===== src/rtl/pcu_pkg.sv =====
package pcu_pkg;

    localparam int EN_EXC   = 0;
    localparam int EN_KERN  = 1;
    localparam int EN_SUPER = 2;
    localparam int EN_USER  = 3;
    localparam int IRQ_EN   = 4;
    localparam int SEL_LSB  = 5;
    localparam int MODE_W   = 4;

    typedef enum logic [1:0] {
        PRIV_KERNEL = 2'b00,
        PRIV_SUPER  = 2'b01,
        PRIV_USER   = 2'b10,
        PRIV_RSVD   = 2'b11
    } priv_e;

    typedef enum logic [2:0] {
        GATE_EXC,
        GATE_KERNEL,
        GATE_SUPER,
        GATE_USER,
        GATE_NONE
    } gate_e;

    localparam logic REG_CTRL = 1'b0;
    localparam logic REG_CNT  = 1'b1;

endpackage


===== src/rtl/pcu_ctrl_reg.sv =====
module pcu_ctrl_reg #(
    parameter int CTRL_W = 13
) (
    input  logic              clk,
    input  logic              rst_n,
    input  logic              wr_en,
    input  logic [CTRL_W-1:0] wr_data,
    output logic [CTRL_W-1:0] ctrl
);

    always_ff @(posedge clk or negedge rst_n) begin
        if (!rst_n) begin
            ctrl <= '0;
        end else if (wr_en) begin
            ctrl <= wr_data;
        end
    end

    assert_ctrl_write_R2: assert property (@(posedge clk) disable iff (!rst_n)
        wr_en |=> ctrl == $past(wr_data));

    assert_ctrl_hold_R2: assert property (@(posedge clk) disable iff (!rst_n)
        !wr_en |=> $stable(ctrl));

endmodule


===== src/rtl/pcu_mode_gate.sv =====
module pcu_mode_gate
    import pcu_pkg::*;
(
    input  logic              clk,
    input  logic              rst_n,
    input  logic              exc_lvl,
    input  logic [1:0]        priv_mode,
    input  logic [MODE_W-1:0] en_mask,
    output logic              count_ok
);

    gate_e gate;

    always_comb begin
        if (exc_lvl) begin
            gate = GATE_EXC;
        end else begin
            unique case (priv_e'(priv_mode))
                PRIV_KERNEL: gate = GATE_KERNEL;
                PRIV_SUPER:  gate = GATE_SUPER;
                PRIV_USER:   gate = GATE_USER;
                default:     gate = GATE_NONE;
            endcase
        end
    end

    always_comb begin
        unique case (gate)
            GATE_EXC:    count_ok = en_mask[EN_EXC];
            GATE_KERNEL: count_ok = en_mask[EN_KERN];
            GATE_SUPER:  count_ok = en_mask[EN_SUPER];
            GATE_USER:   count_ok = en_mask[EN_USER];
            default:     count_ok = 1'b0;
        endcase
    end

    assert_exc_blocks_R6: assert property (@(posedge clk) disable iff (!rst_n)
        (exc_lvl && !en_mask[EN_EXC]) |-> !count_ok);

    assert_rsvd_blocks_R5: assert property (@(posedge clk) disable iff (!rst_n)
        (!exc_lvl && priv_mode == 2'b11) |-> !count_ok);

endmodule


===== src/rtl/pcu_event_counter.sv =====
module pcu_event_counter #(
    parameter int CNT_W = 32,
    parameter int SEL_W = 4,
    localparam int NUM_EV = 1 << SEL_W
) (
    input  logic              clk,
    input  logic              rst_n,
    input  logic [NUM_EV-1:0] events,
    input  logic [SEL_W-1:0]  ev_sel,
    input  logic              count_ok,
    input  logic              load,
    input  logic [CNT_W-1:0]  load_val,
    output logic [CNT_W-1:0]  value
);

    logic hit;

    always_comb begin
        hit = events[ev_sel] & count_ok;
    end

    always_ff @(posedge clk or negedge rst_n) begin
        if (!rst_n) begin
            value <= '0;
        end else if (load) begin
            value <= load_val;
        end else if (hit) begin
            value <= value + CNT_W'(1);
        end
    end

    assert_load_wins_R8: assert property (@(posedge clk) disable iff (!rst_n)
        load |=> value == $past(load_val));

    assert_step_one_R4: assert property (@(posedge clk) disable iff (!rst_n)
        (!load && hit) |=> value == $past(value) + CNT_W'(1));

    assert_wrap_zero_R9: assert property (@(posedge clk) disable iff (!rst_n)
        (!load && hit && (&value)) |=> value == '0);

    assert_idle_hold_R5: assert property (@(posedge clk) disable iff (!rst_n)
        (!load && !hit) |=> $stable(value));

endmodule


===== src/rtl/dual_event_counter.sv =====
module dual_event_counter
    import pcu_pkg::*;
#(
    parameter int CNT_W = 32,
    parameter int SEL_W = 4,
    localparam int NUM_CNT = 2,
    localparam int NUM_EV  = 1 << SEL_W,
    localparam int REG_W   = NUM_CNT * CNT_W,
    localparam int CTRL_W  = SEL_LSB + NUM_CNT * SEL_W
) (
    input  logic              clk,
    input  logic              rst_n,
    input  logic              exc_lvl,
    input  logic [1:0]        priv_mode,
    input  logic [NUM_EV-1:0] events,
    input  logic              reg_we,
    input  logic              reg_addr,
    input  logic [REG_W-1:0]  reg_wdata,
    output logic [REG_W-1:0]  reg_rdata,
    output logic              irq
);

    logic [CTRL_W-1:0]  ctrl_q;
    logic               count_ok;
    logic               ctrl_wr;
    logic               cnt_wr;
    logic [REG_W-1:0]   cnt_all;
    logic [NUM_CNT-1:0] top_bits;

    always_comb begin
        ctrl_wr = reg_we && (reg_addr == REG_CTRL);
        cnt_wr  = reg_we && (reg_addr == REG_CNT);
    end

    pcu_ctrl_reg #(.CTRL_W(CTRL_W)) u_ctrl (
        .clk     (clk),
        .rst_n   (rst_n),
        .wr_en   (ctrl_wr),
        .wr_data (reg_wdata[CTRL_W-1:0]),
        .ctrl    (ctrl_q)
    );

    pcu_mode_gate u_gate (
        .clk       (clk),
        .rst_n     (rst_n),
        .exc_lvl   (exc_lvl),
        .priv_mode (priv_mode),
        .en_mask   (ctrl_q[MODE_W-1:0]),
        .count_ok  (count_ok)
    );

    for (genvar i = 0; i < NUM_CNT; i++) begin : g_cnt
        pcu_event_counter #(.CNT_W(CNT_W), .SEL_W(SEL_W)) u_cnt (
            .clk      (clk),
            .rst_n    (rst_n),
            .events   (events),
            .ev_sel   (ctrl_q[SEL_LSB + i*SEL_W +: SEL_W]),
            .count_ok (count_ok),
            .load     (cnt_wr),
            .load_val (reg_wdata[i*CNT_W +: CNT_W]),
            .value    (cnt_all[i*CNT_W +: CNT_W])
        );
        assign top_bits[i] = cnt_all[i*CNT_W + CNT_W - 1];
    end

    always_comb begin
        if (reg_addr == REG_CNT) begin
            reg_rdata = cnt_all;
        end else begin
            reg_rdata = {{(REG_W-CTRL_W){1'b0}}, ctrl_q};
        end
    end

    always_comb begin
        irq = ctrl_q[IRQ_EN] & (|top_bits);
    end

    assert_irq_needs_top_R7: assert property (@(posedge clk) disable iff (!rst_n)
        irq |-> (cnt_all[CNT_W-1] || cnt_all[REG_W-1]));

    assert_irq_needs_en_R7: assert property (@(posedge clk) disable iff (!rst_n)
        !ctrl_q[IRQ_EN] |-> !irq);

    assert_zero_ctrl_hold_R10: assert property (@(posedge clk) disable iff (!rst_n)
        (ctrl_q == '0 && !cnt_wr) |=> $stable(cnt_all));

endmodule


===== config.mk =====
export PLATFORM = sky130hd
export DESIGN_NAME = dual_event_counter
export DESIGN_NICKNAME = d
export VERILOG_FILES = /design/src/rtl/pcu_pkg.sv /design/src/rtl/pcu_ctrl_reg.sv /design/src/rtl/pcu_mode_gate.sv /design/src/rtl/pcu_event_counter.sv /design/src/rtl/dual_event_counter.sv
export SDC_FILE = /design/constraint.sdc
export NUM_CORES = 1
export LEC_CHECK = 0
export BUFFER_PORTS_ARGS = -buffer_cell sky130_fd_sc_hd__buf_2
export CAP_MARGIN = 20
export CORE_MARGIN = 2
export CORE_UTILIZATION = 50
export CTS_CLUSTER_DIAMETER = 200
export DETAILED_ROUTE_END_ITERATION = 10
export PLACE_DENSITY = 0.73
export SETUP_SLACK_MARGIN = 0.3
export SKIP_CTS_REPAIR_TIMING = 1
export SLEW_MARGIN = 10
export SYNTH_ARGS = -nofsm -noshare
export SYNTH_HDL_FRONTEND = slang
export SYNTH_SLANG_ARGS = --single-unit

===== constraint.sdc =====
create_clock -name clk -period 3.5 [get_ports clk]
set_clock_uncertainty 0.1 [all_clocks]
set_input_delay 0.35 -clock clk [delete_from_list [all_inputs] [get_ports clk]]
set_output_delay 0.35 -clock clk [all_outputs]
set_load 0.005 [all_outputs]

==> results.py <==
metrics = {
    "outcome": {
        "status": "finished, final reports clean",
    },
    "detailed_routing": {
        "wl_per_cell_um": 16.6,
        "vias": 5038,
        "m1WireLength_um": 6560,
        "ant_nets": 0,
        "routed_via_density": 5.89,
        "routed_wl_um": 14300,
        "top_layer_used": "met5",
        "route.detailed.drc": 0,
        "wl_met3_um": 826,
        "met2_length_um": 6700,
        "drt-pass1-iter-count": 5,
        "drtIter0Drc": 345,
    },
    "grt": {
        "track_usage_pct": 25.8,
        "grt_first_pass_wirelength_um": 23400,
        "antenna_found_initial": 1,
        "grt_start_max_net_pins": 78,
        "overflow": 0,
        "grt_pass1_vias": 4800,
    },
    "cts": {
        "cts_max_level": 3,
        "cts_buffers": 9,
        "cts.sinks": 77,
        "path_clk_slew_ps": 80,
        "cts_tree": "yes",
        "clockRootBuffer": "clkbuf_8",
        "clk_latency_ps": 350,
        "cts_buffer_depth": 2,
    },
    "synthesis": {
        "synth_edf_count": 0,
        "synthArstFlopShare_pct": 100,
        "avgSynthCellArea_um2": 9.00,
        "synthesis.nets": 676,
        "synth.distinct_cells": 51,
        "ys_seq_area_share_pct": 36.7,
        "synth_ff_type": "dfrtp_1",
        "syn_inst": 584,
        "ys_ff_latch": 77,
        "yosysWarnings": 0,
        "syn_area_um2": 5260,
    },
    "die": {
        "io-pin-count": 152,
        "core_um2": 10300,
        "rows": 37,
        "fp.dieW_um": 107,
        "initial_core_util_pct": 51.1,
        "die_h_um": 107,
        "die_area_um2": 11300,
    },
    "timing": {
        "drv_slew": 0,
        "max_freq_mhz": 375,
        "tightest_slew_ps": 688,
        "rsz0062_at_grt": "false",
        "period_needed_ps": 2660,
        "setup_violations": 0,
        "hold_viol": 0,
        "fin_crit_sh_pct": 76.1,
        "tns_ps": 0,
        "relSlewSlack_pct": 54.1,
    },
    "finish": {
        "drive_gt1_share_pct": 29.7,
        "nets": 808,
        "final_common_cell": "buf_2",
        "antenna_cells": 0,
        "fill_cells": 926,
        "most-common-layout-cells": "buf_2, dfrtp_1, and2_1, nor2_1, nand2_1",
        "area_delta_synth_final_pct": 18.9,
    },
    "setup_path": {
        "startpoint_type": "register",
        "path_class": "reg -> reg",
        "required_ps": 3620,
        "crit_arrival_ps": 2780,
        "slowest_delay_ps": 680,
        "crit_chain": "mux4_1 -> mux4_2 -> nand3_2 -> mux2i_1 -> a21oi_1",
        "cp-end-kind": "register",
        "crit_fanout": 17,
        "slowest_stage": "mux4_2",
    },
    "place": {
        "dp_hpwl_um": 10200,
        "gp_routability_congestion": 0.859,
        "port-buffer-count": 151,
    },
    "pwr": {
        "power.density_nw_per_um2": 422,
        "ir_drop_uv": 235,
        "power_leakage_nw": 2.65,
        "power_w": 0.00264,
    },
    "run": {
        "maxCapViolations": 0,
    },
    "worst_hold_path": {
        "hp-class": "in -> reg",
    },
}
-- registers in the layout (all words and copies together), names as in the netlist --
| name | count |
|---|---|
| g_cnt.u_cnt.value | 64 |
| u_ctrl.ctrl | 13 |
-- cell usage after synthesis (3+ instances only) --
library cell   n  area, µm²
xor2_1        18        158
nand4_1       31        194
inv_1         16       60.1
buf_4          4       30.0
nand2_1       42        158
nor4_1         8       50.1
mux4_2         6        135
o41ai_1        4       35.0
and3_1         6       37.5
or3_1         19        119
or2_2          3       18.8
mux4_1         4        105
or4_1         18        135
mux2i_1        3       30.0
a31oi_1       40        250
o21ai_0       35        175
and2_1        55        344
and4_1         7       61.3
nor2_1        47        176
mux2_2        26        293
dfrtp_1       77       1930
o31ai_1       17        128
ha_1           5       62.6
clkbuf_1      29        109
nand3_1       19       95.1
nand4b_1       3       26.3
o211ai_1       3       22.5
nand2b_1       4       25.0
nor3_1         5       25.0
buf_6          3       33.8
-- worst max-delay path, delay by kind of cell (launching register included) --
kind / cells / cell delay, ps
multiplexers: 3 / 1510
AO/OA/AOI/OAI: 1 / 90
AND/OR/NAND/NOR: 1 / 320
flip-flops: 1 / 510
-- worst paths after layout --
path,startpoint,endpoint,slack [ps],cells after the start
worst max register to register,u_ctrl.ctrl[9]$_DFFE_PN0P_,g_cnt[1].u_cnt.value[1]$_DFFE_PN0P_,840,5
min in group asynchronous,rst_n,u_ctrl.ctrl[3]$_DFFE_PN0P_,290,2
worst min-delay path,reg_wdata[40],g_cnt[1].u_cnt.value[8]$_DFFE_PN0P_,110,3
worst max-delay path,u_ctrl.ctrl[9]$_DFFE_PN0P_,g_cnt[1].u_cnt.value[1]$_DFFE_PN0P_,840,5
worst min register to register,u_ctrl.ctrl[0]$_DFFE_PN0P_,u_ctrl.ctrl[0]$_DFFE_PN0P_,440,1
max in group asynchronous,rst_n,g_cnt[1].u_cnt.value[6]$_DFFE_PN0P_,2420,3
-- cell families (layout without fill, tap and decap cells) --
group | after synthesis | in the layout | share of synthesized area, %
compound gates | 109 | 109 | 13.1
xor+xnor | 19 | 19 | 3.17
fa+ha+maj | 5 | 5 | 1.19
buf+inv | 55 | 191 | 4.67
flops | 77 | 77 | 36.7
mux | 39 | 39 | 10.7
simple gates | 280 | 280 | 30.5
-- routing by layer --
layer  up-vias  global-route usage (%)
met5         -                       0
met2       177                    40.7
li1       2445                       -
met4         2                    6.77
met1      2398                    37.2
met3        16                    4.11
-- report_power, final --
group	internal, W	switching (W)
clock network	0.000273	0.000334
logic	0.000380	0.000410
registers	0.00103	0.000205
-- stage by stage --
step	hold WS [ps]	cell area [µm²]	utilization, %	setup slack [ps]	std cells
after floorplan	-45.6	5260	-	1100	584
after global placement	414	6050	58.9	767	839
after detailed placement	427	6050	58.9	697	839
after CTS	90.6	6210	60.4	840	854
after global routing	105	6250	60.8	603	856
final	109	6250	60.8	836	856
-- area by class of cell --
class | count | area (µm²) | share of cell area (%)
Clock buffer | 13 | 149 | 2.38
Inverter | 16 | 60.1 | 0.961
Sequential cell | 77 | 1930 | 30.8
Tap cell | 136 | 170 | 2.72
Clock inverter | 2 | 10.0 | 0.160
Timing Repair Buffer | 160 | 848 | 13.6
Multi-Input combinational cell | 452 | 3090 | 49.4
Power figures use the tool's default switching activity.
